$ cat src/rtl/disp_timing_gen.sv
module disp_timing_gen #(
  parameter int HW = 12,
  parameter int VW = 11,
  parameter int HLSB = 16
) (
  input  logic          clk,
  input  logic          rst_n,
  input  logic          wr_en,
  input  logic [2:0]    wr_addr,
  input  logic [31:0]   wr_data,
  output logic          hsync,
  output logic          vsync,
  output logic          de,
  output logic          pclk_falling,
  output logic [HW-1:0] px_x,
  output logic [VW-1:0] px_y
);
  localparam int NB = 4;
  localparam logic [2:0] A_CTRL = 3'd4;
  localparam logic [2:0] A_RELOAD = 3'd5;

  logic [HW-1:0] sh_h [NB];
  logic [VW-1:0] sh_v [NB];
  logic [HW-1:0] cur_h [NB];
  logic [VW-1:0] cur_v [NB];
  logic [4:0] ctrl;
  logic imm_pend, vb_pend;
  logic en, h_wrap, frame_end, do_copy;
  logic hs_a, vs_a, de_a;
  logic unused_data;

  assign unused_data = ^wr_data;
  assign en = ctrl[0];
  assign h_wrap = px_x >= cur_h[3];
  assign frame_end = en && h_wrap && (px_y >= cur_v[3]);
  assign do_copy = imm_pend || (vb_pend && frame_end);

  always_ff @(posedge clk or negedge rst_n) begin
    if (!rst_n) begin
      ctrl <= '0;
      imm_pend <= 1'b0;
      vb_pend <= 1'b0;
    end else begin
      if (imm_pend) imm_pend <= 1'b0;
      if (vb_pend && frame_end) vb_pend <= 1'b0;
      if (wr_en && wr_addr == A_CTRL) ctrl <= wr_data[4:0];
      if (wr_en && wr_addr == A_RELOAD) begin
        if (wr_data[0]) imm_pend <= 1'b1;
        if (wr_data[1]) vb_pend <= 1'b1;
      end
    end
  end

  for (genvar i = 0; i < NB; i++) begin : g_word
    always_ff @(posedge clk or negedge rst_n) begin
      if (!rst_n) begin
        sh_h[i] <= '0;
        sh_v[i] <= '0;
        cur_h[i] <= '0;
        cur_v[i] <= '0;
      end else begin
        if (do_copy) begin
          cur_h[i] <= sh_h[i];
          cur_v[i] <= sh_v[i];
        end
        if (wr_en && wr_addr == 3'(i)) begin
          sh_h[i] <= wr_data[HLSB +: HW];
          sh_v[i] <= wr_data[0 +: VW];
        end
      end
    end
  end

  always_ff @(posedge clk or negedge rst_n) begin
    if (!rst_n) begin
      px_x <= '0;
      px_y <= '0;
    end else if (!en) begin
      px_x <= '0;
      px_y <= '0;
    end else if (h_wrap) begin
      px_x <= '0;
      px_y <= (px_y >= cur_v[3]) ? '0 : px_y + 1'b1;
    end else begin
      px_x <= px_x + 1'b1;
    end
  end

  assign hs_a = en && (px_x <= cur_h[0]);
  assign vs_a = en && (px_y <= cur_v[0]);
  assign de_a = en && (px_x > cur_h[1]) && (px_x <= cur_h[2])
                   && (px_y > cur_v[1]) && (px_y <= cur_v[2]);

  assign hsync = hs_a ~^ ctrl[1];
  assign vsync = vs_a ~^ ctrl[2];
  assign de = de_a ~^ ctrl[3];
  assign pclk_falling = ctrl[4];
endmodule

$ cat config.mk
export PLATFORM = sky130hd
export DESIGN_NAME = disp_timing_gen
export DESIGN_NICKNAME = d
export VERILOG_FILES = /design/src/rtl/disp_timing_gen.sv
export SDC_FILE = /design/constraint.sdc
export NUM_CORES = 1
export LEC_CHECK = 0
export ABC_AREA = 1
export BUFFER_PORTS_ARGS = -buffer_cell sky130_fd_sc_hd__clkbuf_2
export CAP_MARGIN = 20
export CORE_MARGIN = 4
export CORE_UTILIZATION = 40
export CTS_CLUSTER_DIAMETER = 100
export DETAILED_ROUTE_END_ITERATION = 6
export SLEW_MARGIN = 20
export SYNTH_ARGS = -nofsm -noshare
export SYNTH_HDL_FRONTEND = slang
export SYNTH_SLANG_ARGS = --single-unit
export TNS_END_PERCENT = 30
$ cat constraint.sdc
create_clock -name clk -period 2.9 [get_ports clk]
set_input_delay 0.145 -clock clk [delete_from_list [all_inputs] [get_ports clk]]
set_output_delay 0.145 -clock clk [all_outputs]
set_load 0.005 [all_outputs]
==> results of run 1 <==
==> per-layer routing <==
metal / up-vias / wire length, µm / share of wire
li1: 4296 / - / -
met1: 4087 / 13480 / 0.51
met2: 134 / 11560 / 0.44
met3: 25 / 1055 / 0.040
met4: 0 / 305 / 0.012
met5: - / 0 / 0
==> final cells by class <==
cell class	instances	area (µm²)	area share
multi-input combinational	876	4639	0.3704
clock buffer	38	734.5	0.05864
clock inverter	5	77.57	0.006194
tap	335	419.2	0.03347
timing repair buffer	100	713.2	0.05694
inverter	156	585.6	0.04675
sequential	214	5355	0.4276
==> power by group through the flow <==
stage	combinational, mW	sequential [mW]	clock, mW
after global routing	3.00	4.37	3.32
after floorplan	1.89	4.16	0
after CTS	2.56	4.27	3.19
after global placement	2.45	4.30	0
after detailed placement	2.52	4.32	0
final	2.51	4.28	3.12
==> worst max-delay path, cell delays in order, from the launching register on <==
cell	delay, ns
dfrtp_1	0.41
buf_4	0.19
ha_1	0.30
nand2_1	0.07
nor2_1	0.24
and2_1	0.17
nand2_1	0.05
nand3_1	0.08
nand2_1	0.05
inv_1	0.06
nor2_1	0.05
nand2_1	0.05
nand2_1	0.04
nand2_1	0.09
clkbuf_2	0.15
==> placed cells by master (no fill, tap or decap), types with 4 or more instances in the layout <==
cell type,count
clkbuf_1,7
nand2_1,412
o21a_1,5
nand4_1,12
nand3_1,118
clkbuf_2,54
a21oi_1,34
nor2_1,52
o21ai_0,115
xor2_1,10
dfrtp_1,214
clkbuf_16,25
a21o_1,4
dlygate4sd3_1,21
inv_1,155
ha_1,94
clkbuf_8,6
buf_4,21
o31ai_1,4
==> registers in the layout (all words and copies together) (netlist names), 5 cells and up <==
signal,flops
ctrl,5
cur_h,48
cur_v,44
px_x,12
px_y,11
sh_h,48
sh_v,44
==> through the flow <==
step	hold slack [ns]	power [mW]
2_1_floorplan	-0.1506	6.047
3_3_place_gp	0.1909	6.747
3_5_place_dp	0.1926	6.834
4_1_cts	0.01460	10.02
5_1_grt	0.03336	10.69
6_report	0.02232	9.910
==> timing repair <==
item / CTS / global route
hold buffers: 21 / 0
setup endpoints to repair: 0 / 0
endpoints found under the hold margin: 155 / 0
resized for setup: 0 / 0
==> path summary, 6_finish.rpt <==
path	start	to	slack (ns)	cells after the start
setup / recovery	px_y[10]	de	0.24	14
min in group asynchronous	rst_n	sh_v[42]	0.22	2
setup reg to reg	px_y[5]	cur_v[30]	0.50	11
hold / removal	wr_data[21]	sh_h[5]	0.02	3
hold reg to reg	sh_v[37]	cur_v[37]	0.46	2
max in group asynchronous	rst_n	cur_v[28]	1.78	3
==> cell families after synthesis <==
logic type	Yosys count	synth area share
buffers and inverters	204	0.07843
flip-flops	214	0.4943
adder cells (fa/ha/maj)	94	0.1086
AO/OA/AOI/OAI	167	0.08120
XOR/XNOR	11	0.008893
AND/OR/NAND/NOR	604	0.2286
==> summary.md, run 1 <==
| Metric | Value |
|---|---|
| Synth cell count leaders | nand2_1 (413), dfrtp_1 (214), inv_1 (156) |
| Setup TNS | 0 ns |
| Clk pwr share | 0.315 |
| Max_cap viols | 0 |
| Initial core utilization | 0.4111 |
| Grt ovf | 0 |
| Leakage power | 6.705 nW |
| WP data arrival | 2.51 ns |
| Busiest layer in global routing | met2 |
| CTS tree | yes |
| Share of cells above drive strength 1 | 0.08711 |
| IR drop worst, VDD | 0.0002992 V |
| Number of global-route vias before repair | 8366 |
| Finished Layout Cells | 1724 |
| Area contributors post-synth | dfrtp_1 (49%), nand2_1 (14%), ha_1 (11%) |
| Die H | 172.6 µm |
| Htree depth | 1 |
| Clock transition at the registers of the reported paths | 0.06 ns |
| Vias | 8542 |
| Final worst slack | 0.2406 ns |
| Actual slew at the worst max-slew pin | 0.6705 ns |
| Register area share after synthesis | 0.4943 |
| CP startpoint kind | register |
| Worst relative slew slack | 0.5530 |
| PwrDens | 791.3 nW/µm² |
| ANT nets after route | 0 |
| HPWL Detailed | 17.75 mm |
| Warning count from the yosys run | 0 |
| Hold Crit Class | input port to register |
| Routed wire length | 26.39 mm |
| EDFF count, synth | 0 |
| Kind of critical path | register to output port |
| Min Tclk post-route | 2.659 ns |
| Slew Viols, Final | 0 |
| Setup Viol. Count Final | 0 |
| Fmax achieved | 376.0 MHz |
| Switching portion of total power | 0.3248 |
| First-pass GRT wire length | 43.69 mm |
| Diode count | 0 |
| Num ports | 65 |
| TritonCTS Sinks | 214 |
| Clock latency on the worst-skew pair | 0.52 ns |
| Dpl ws | 0.5200 ns |
| Number of DRC markers in iteration 0 | 584 |
| RSZ-0062 raised after global routing | no |
| Sequential share of power | 0.432 |
| Setup repair bufs after CTS | 0 |
| GR Layer Usage met1 | 0.2699 |
| Port Buf Inserts | 55 |
| Final worst-path cycle share | 0.9170 |
| Total track usage | 0.1773 |
| Kind of end point of the critical path | output port |
| Syn Area/Cell | 8.372 µm² |
| CP Max Fanout | 7 |
| Async set-reset flop share out of synthesis | 1.000 |
| Largest net degree at the start of global routing | 93 |
| Synthesis-stage register bit count | 214 |
| Dpl cells | 1660 |
| Fillcell total | 2512 |
| Most common cell in the netlist | nand2_1 |
| Worst endpoint required time | 2.76 ns |
| Status | completed |
| Final hold violation count | 0 |
| Int Pwr | 6.691 mW |
| RePlAce Congestion | 0.8238 |
| GR Layer Usage met3 | 0.02118 |
| Initial antenna violation count | 0 |
| Clk_skew | 0.01123 ns |
| TritonCTS Buffers | 24 |
| Core area | 26350 µm² |
| Fin nets | 1504 |
| Cell Area, Synth | 10830 µm² |
| Longest Clk Path Bufs | 3 |
| Area delta synth->final | 15.62% |
| Post-DR wirelength/cell | 15.31 µm |
| DRC | 0 |
| Pre-antenna DRT Iters | 6 |
| CTS Root Cell | clkbuf_16 |
| Post-DP Area | 11500 µm² |
| Net Sw Power | 3.219 mW |
| Design Area, Final | 12520 µm² |
| Die ar. | 29780 µm² |
| Yosys top cell by area | dfrtp_1 |
| Synthesized Nets | 1426 |
| Top_reg_cell synth | dfrtp_1 |
| Rows | 59 |
| Top-area cell type share of the netlist area | 0.4943 |
| Logic pwr share | 0.254 |
| Die width | 172.6 µm |
| Grt met2 use | 0.2767 |
| Final Core Density | 0.4752 |
| Cells after Synth | 1294 |
| Avg Vias per Cell | 4.955 |
| Yosys cell types | 28 |
Note: power is estimated with default switching activity, not from simulation.
==> inputs of run 2 (changes only) <==
Settings changed: ABC_AREA 1 to default.
==> summary.md, run 2 <==
| Metric | Value |
|---|---|
| Largest registers | cur_h x48, sh_h x48 |
| CP peak stage delay | 0.44 ns (+0.03 ns) |
| Cells after Synth | 835 (-35%) |
| CP Max Fanout | 4 (-3) |
| Worst endpoint required time | 2.76 ns (about the same) |
| CTS tree | yes |
| Avg Vias per Cell | 5.071 (+2.3%) |
| Switching portion of total power | 0.2839 (-0.04093) |
| Max_cap viols | 0 (unchanged) |
| Synthesis-stage register bit count | 214 (unchanged) |
| Pre-antenna DRT Iters | 4 (-2) |
| Longest Clk Path Bufs | 3 (unchanged) |
| Kind of end point of the critical path | output port |
| Int Pwr | 7.548 mW (+13%) |
| Port Buf Inserts | 55 (unchanged) |
| Final worst slack | 0.07626 ns (-0.1644 ns) |
| Die ar. | 30090 µm² (+1.0%) |
| Sequential share of power | 0.416 (-0.016) |
| Diode count | 0 (unchanged) |
| Hold path depth | 3 (unchanged) |
| Core area | 26950 µm² (+2.3%) |
| IR drop worst, VDD | 0.0004192 V (+40%) |
| Setup Viol. Count Final | 0 (unchanged) |
| Mux cell area share after synthesis | 0.2227 (+0.2227) |
| Post-Synth XOR/XNOR Area | 0.01120 (+0.002303) |
| Num ports | 65 (unchanged) |
| Min Tclk post-route | 2.824 ns (+0.1644 ns) |
| Number of global-route vias before repair | 6910 (-17%) |
| Post-Synth Adder-Cell Area | 0.1074 (-0.001178) |
| Buf+Inv Stages, Crit Path | 1 (-2) |
| R2R cell count | 9 (-2) |
| Warning count from the yosys run | 0 (unchanged) |
| Slowest cell on the critical path | dfrtp_2 |
| Logic pwr share | 0.279 (+0.025) |
| Worst relative slew slack | 0.4909 (-0.06203) |
| Initial core utilization | 0.4064 (-0.004692) |
| TritonCTS Sinks | 214 (unchanged) |
| Slew Viols, Final | 0 (unchanged) |
| Fmax achieved | 354.1 MHz (-5.8%) |
| EDFF count, synth | 0 (unchanged) |
| Clk_skew | 0.01681 ns (+0.005576 ns) |
| Number of DRC markers in iteration 0 | 264 (-55%) |
| Register area share after synthesis | 0.4890 (-0.005365) |
| HPWL Detailed | 16.18 mm (-8.8%) |
| Initial antenna violation count | 0 (unchanged) |
| Yosys top cell by area | dfrtp_1 |
| Worst path depth | 8 (-6) |
| Htree depth | 1 (unchanged) |
| Kind of critical path | register to output port |
| Routed wire length | 23.47 mm (-11%) |
| Die width | 173.5 µm (+0.52%) |
| Final Core Density | 0.4847 (+0.009439) |
| Rows | 60 (+1.7%) |
| Leakage power | 6.491 nW (-3.2%) |
| First-pass GRT wire length | 38.01 mm (-13%) |
| Dpl ws | 0.08726 ns (-0.4328 ns) |
| Most common cell in the netlist | dfrtp_1 |
| Status | completed |
| CP delay by family, top | simple AND/OR/NAND/NOR gates |
| Simple-Gate Fraction of Synth Area | 0.05575 (-0.1728) |
| WP data arrival | 2.68 ns (+0.17 ns) |
| RSZ-0062 raised after global routing | yes |
| Top_reg_cell synth | dfrtp_1 |
| Largest net degree at the start of global routing | 77 (-17%) |
| CP Cell Sequence | ha_4 -> and4_4 -> nand4_1 -> mux2_4 -> o31a_1 -> nor4_4 -> xnor2_1 -> buf_2 |
| ANT nets after route | 0 (unchanged) |
| TritonCTS Buffers | 24 (unchanged) |
| Die H | 173.5 µm (+0.52%) |
| Clock transition at the registers of the reported paths | 0.06 ns (about the same) |
| Vias | 6699 (-22%) |
| Async set-reset flop share out of synthesis | 1.000 (unchanged) |
| Total track usage | 0.1553 (-0.02196) |
| Syn Area/Cell | 13.12 µm² (+57%) |
| Synth cell count leaders | dfrtp_1 (214), mux2_2 (109), ha_1 (94) |
| Post-DR wirelength/cell | 17.76 µm (+16%) |
| Largest family of logic cells by synthesized area | multiplexers |
| Cell Area, Synth | 10950 µm² (+1.1%) |
| Final worst-path cycle share | 0.9737 (+0.05667) |
| Commonest non-fill, non-tap cell in the layout | dfrtp_1 |
| Synthesized Nets | 967 (-32%) |
| Fin nets | 1095 (-27%) |
| Compound-Gate Fraction of Synth Area | 0.06249 (-0.01870) |
| Clk pwr share | 0.305 (-0.010) |
| Top-area cell type share of the netlist area | 0.4890 (-0.005365) |
| DRC | 0 (unchanged) |
| Share of cells above drive strength 1 | 0.3643 (+0.2772) |
| Actual slew at the worst max-slew pin | 0.7578 ns (+0.08721 ns) |
| Final hold violation count | 0 (unchanged) |
| Grt ovf | 0 (unchanged) |
| Setup TNS | 0 ns (unchanged) |
| RePlAce Congestion | 0.7714 (-6.4%) |
| Commonest cells after routing, fill and taps aside | dfrtp_1 (207), mux2_2 (108), ha_1 (91) |
| Yosys cell types | 51 (+82%) |
| CTS Root Cell | clkbuf_16 |
| Net Sw Power | 2.992 mW (-7.0%) |
| Clock latency on the worst-skew pair | 0.51 ns (about the same) |
| Fillcell total | 2364 (-5.9%) |
| Area contributors post-synth | dfrtp_1 (49%), mux2_2 (11%), mux2_4 (11%) |
| PwrDens | 806.9 nW/µm² (+2.0%) |
| Area delta synth->final | 19.27% |
| CP startpoint kind | register |
| Hold Crit Class | input port to register |
[run 2: changes by cell type after synthesis, moves of 8 or more]
cell and change:
inv_1 -67, mux2_4 +80, mux2_2 +109, o21ai_0 -103, nand3_1 -106, o311ai_0 +8
a21o_1 +8, buf_6 -8, nand2_1 -394, nor2_1 -33, buf_12 +8, clkbuf_1 -19
and3_1 +11
[run 2: cells by family after synthesis]
kind of cell    Yosys count
simple gates            113
mux                     190
compound gates           98
buf+inv                 112
fa+ha+maj                94
flops                   214
xor+xnor                 14
[run 2: final timing paths]
path / start / endpoint / slack, ns
max: px_y[6] / de / 0.08
min: wr_addr[1] / ctrl[0] / 0.11
max reg2reg: px_y[4] / cur_v[10] / 0.09
min reg2reg: sh_h[43] / cur_h[43] / 0.49
max in group asynchronous: rst_n / px_y[1] / 1.81
min in group asynchronous: rst_n / sh_h[41] / 0.20
[run 2: metal layers]
layer / routed length (µm) / part of all wire / vias to the layer above / track usage
met4: 416 / 0.018 / 0 / 0.03691
met2: 10580 / 0.45 / 84 / 0.2433
met5: 0 / 0 / - / 0
li1: - / - / 3228 / -
met1: 11840 / 0.50 / 3356 / 0.2309
met3: 631 / 0.027 / 31 / 0.01897
[run 2: power by group through the flow]
stage	logic, mW	clock network (mW)	registers [mW]
6_report	2.94	3.21	4.39
5_1_grt	3.31	3.41	4.50
4_1_cts	2.92	3.30	4.39
3_5_place_dp	2.86	0	4.43
3_3_place_gp	2.78	0	4.42
2_1_floorplan	2.14	0	4.26
[run 2: final cells by class]
| type | count | area, µm² | share of cell area |
|---|---|---|---|
| Sequential cell | 214 | 5364 | 0.4106 |
| Multi-Input combinational cell | 509 | 5175 | 0.3962 |
| Timing Repair Buffer | 124 | 905.9 | 0.06935 |
| Clock buffer | 39 | 758.2 | 0.05805 |
| Tap cell | 341 | 426.7 | 0.03266 |
| Inverter | 90 | 337.8 | 0.02586 |
| Clock inverter | 4 | 95.09 | 0.007280 |
[run 2: worst reg2reg max path: stages, from the launching register on]
cell	delay (ns)
dfrtp_2	0.44
buf_4	0.16
ha_1	0.30
a21oi_1	0.14
o21ai_0	0.09
a21oi_1	0.27
o21ai_1	0.23
a31oi_4	0.29
clkbuf_16	0.38
mux2_2	0.39
[run 2: timing repair]
| item | CTS | global route |
|---|---|---|
| buffers inserted | 3 | 6 |
| endpoints found under the hold margin | 170 | 0 |
| resized for setup | 10 | 18 |
| pin swaps | 2 | 10 |
| hold buffers | 24 | 0 |
| endpoints found under the setup margin | 2 | 48 |
[run 2: metrics by stage]
stage / hold slack [ns] / std cells / cell area, µm² / power [mW]
after detailed placement: 0.1644 / 1245 / 11770 / 7.289
after global routing: 0.1121 / 1321 / 13060 / 11.22
after global placement: 0.1710 / 1245 / 11770 / 7.203
final: 0.1079 / 1321 / 13060 / 10.54
after floorplan: -0.1506 / 835 / 10950 / 6.397
after CTS: 0.07254 / 1315 / 12930 / 10.62
==> inputs of run 3 (changes only) <==
Settings changed: CTS_BUF_LIST from default to sky130_fd_sc_hd__clkbuf_4 sky130_fd_sc_hd__clkbuf_8.
==> summary.md, run 3 (synthesis results as in run 2) <==
| Metric | Value |
|---|---|
| CTS tree | yes |
| Final Core Density | 0.4847 (unchanged) |
| Final total power | 10.45 mW (-0.91%) |
| Finished Layout Cells | 1348 (+2.0%) |
| Avg Vias per Cell | 5.037 (-0.67%) |
| Kind of critical path | register to output port |
| Vias | 6790 (+1.4%) |
| Fin nets | 1111 (+1.5%) |
| Share of cells above drive strength 1 | 0.3863 (+0.02201) |
| Routed wire length | 23.68 mm (+0.92%) |
| TritonCTS Sinks | 214 (unchanged) |
| Dpl ws | 0.08726 ns (unchanged) |
| Area delta synth->final | 19.27% (unchanged) |
| CP delay by family, top | simple AND/OR/NAND/NOR gates |
| Dpl cells | 1245 (unchanged) |
| Die width | 173.5 µm (unchanged) |
| Design Area, Final | 13060 µm² (unchanged) |
| WP data arrival | 2.71 ns (+0.03 ns) |
| Kind of end point of the critical path | output port |
| Post-DR wirelength/cell | 17.57 µm (-1.1%) |
| Initial core utilization | 0.4064 (unchanged) |
| HPWL Detailed | 16.18 mm (unchanged) |
| CP Cell Sequence | ha_4 -> and4_4 -> nand4_1 -> mux2_4 -> o31a_1 -> nor4_4 -> xnor2_1 -> buf_2 |
| Status | completed |
| Largest net degree at the start of global routing | 77 (unchanged) |
| ANT nets after route | 0 (unchanged) |
| Clock latency on the worst-skew pair | 0.53 ns (+0.02 ns) |
| Htree depth | 2 (+1) |
| Worst endpoint required time | 2.76 ns (about the same) |
| RePlAce Congestion | 0.7714 (unchanged) |
| Number of DRC markers in iteration 0 | 351 (+33%) |
| Final worst slack | 0.04015 ns (-0.03610 ns) |
| Num ports | 65 (unchanged) |
| Final hold violation count | 0 (unchanged) |
| Worst relative slew slack | 0.5119 (+0.02101) |
| Core area | 26950 µm² (unchanged) |
| Initial antenna violation count | 0 (unchanged) |
| Pre-antenna DRT Iters | 6 (+2) |
| TritonCTS Buffers | 39 (+63%) |
| Clock transition at the registers of the reported paths | 0.06 ns (about the same) |
| Clk_skew | 0.01948 ns (+0.002675 ns) |
| Min Tclk post-route | 2.860 ns (+0.03610 ns) |
| Leakage power | 6.530 nW (+0.60%) |
| Die H | 173.5 µm (unchanged) |
| Grt ovf | 0 (unchanged) |
| Slowest cell on the critical path | dfrtp_2 |
| Longest Clk Path Bufs | 3 (unchanged) |
| Max_cap viols | 0 (unchanged) |
| CP startpoint kind | register |
| Actual slew at the worst max-slew pin | 0.7265 ns (-0.03127 ns) |
| RSZ-0062 raised after global routing | yes |
| First-pass GRT wire length | 38.39 mm (+1.0%) |
| Hold slack | 0.07920 ns (-0.02868 ns) |
| PwrDens | 799.6 nW/µm² (-0.91%) |
| Total track usage | 0.1580 (+0.002661) |
| Die ar. | 30090 µm² (unchanged) |
| Final worst-path cycle share | 0.9862 (+0.01245) |
| Rows | 60 (unchanged) |
| Post-DP Area | 11770 µm² (unchanged) |
| Port Buf Inserts | 55 (unchanged) |
| Buf+Inv Stages, Crit Path | 1 (unchanged) |
| Commonest non-fill, non-tap cell in the layout | dfrtp_1 |
| Setup TNS | 0 ns (unchanged) |
| Setup Viol. Count Final | 0 (unchanged) |
| Slew Viols, Final | 0 (unchanged) |
| Diode count | 0 (unchanged) |
| Fillcell total | 2394 (+1.3%) |
| CP peak stage delay | 0.44 ns (about the same) |
| Fmax achieved | 349.7 MHz (-1.3%) |
| DRC | 0 (unchanged) |
| CTS Root Cell | clkbuf_8 |
| Number of global-route vias before repair | 7020 (+1.6%) |
| Commonest cells after routing, fill and taps aside | dfrtp_1 (207), mux2_2 (108), ha_1 (91) |
| IR drop worst, VDD | 0.0003227 V (-23%) |
| Largest registers | cur_h x48, sh_h x48 |
| CP Max Fanout | 4 (unchanged) |
| Hold Crit Class | input port to register |
run 3: path summary, 6_finish.rpt:
check / startpoint / end / slack [ns] / depth (start not counted)
hold / removal: wr_addr[1] / ctrl[0] / 0.08 / 3
max in group asynchronous: rst_n / px_y[1] / 1.81 / 3
min in group asynchronous: rst_n / cur_h[41] / 0.17 / 2
hold reg to reg: sh_h[24] / cur_h[24] / 0.49 / 1
setup reg to reg: px_y[4] / cur_v[21] / 0.13 / 9
setup / recovery: px_y[6] / de / 0.04 / 8
run 3: where the power goes:
part | total (mW) | switching (mW) | internal, mW
logic | 2.94 | 1.30 | 1.64
clock network | 3.12 | 1.23 | 1.88
registers | 4.39 | 0.516 | 3.87
total | 10.4 | 3.05 | 7.40
run 3: final cells by class:
class,instances,area (µm²),share of cell area
Sequential cell,214,5364,0.4106
Multi-Input combinational cell,509,5164,0.3953
Timing Repair Buffer,125,908.4,0.06954
Clock buffer,64,787.0,0.06025
Tap cell,341,426.7,0.03266
Inverter,90,337.8,0.02586
Clock inverter,5,75.07,0.005747
run 3: what timing repair did:
action | 4_1_cts | 5_1_grt
hold endpoints to repair | 170 | 0
pin swaps | 2 | 11
gates resized for setup | 10 | 15
buffers inserted | 3 | 7
endpoints found under the setup margin | 2 | 29
hold buffers | 24 | 0
gates cloned | 0 | 0
run 3: worst register-to-register path: cells and delay by family (launching register included):
family                   cells  cell delay (ns)
AO/OA/AOI/OAI                5             1.00
buffers and inverters        2             0.51
flip-flops                   1             0.44
multiplexers                 1             0.41
adder cells (fa/ha/maj)      1             0.30
run 3: routing by layer:
metal / vias up / share of wire / global-route usage / wire length [µm]
met2: 106 / 0.45 / 0.2445 / 10750
met1: 3391 / 0.49 / 0.2295 / 11630
met4: 0 / 0.017 / 0.04124 / 399
li1: 3265 / - / - / -
met3: 28 / 0.038 / 0.02923 / 904
met5: - / 0 / 0 / 0
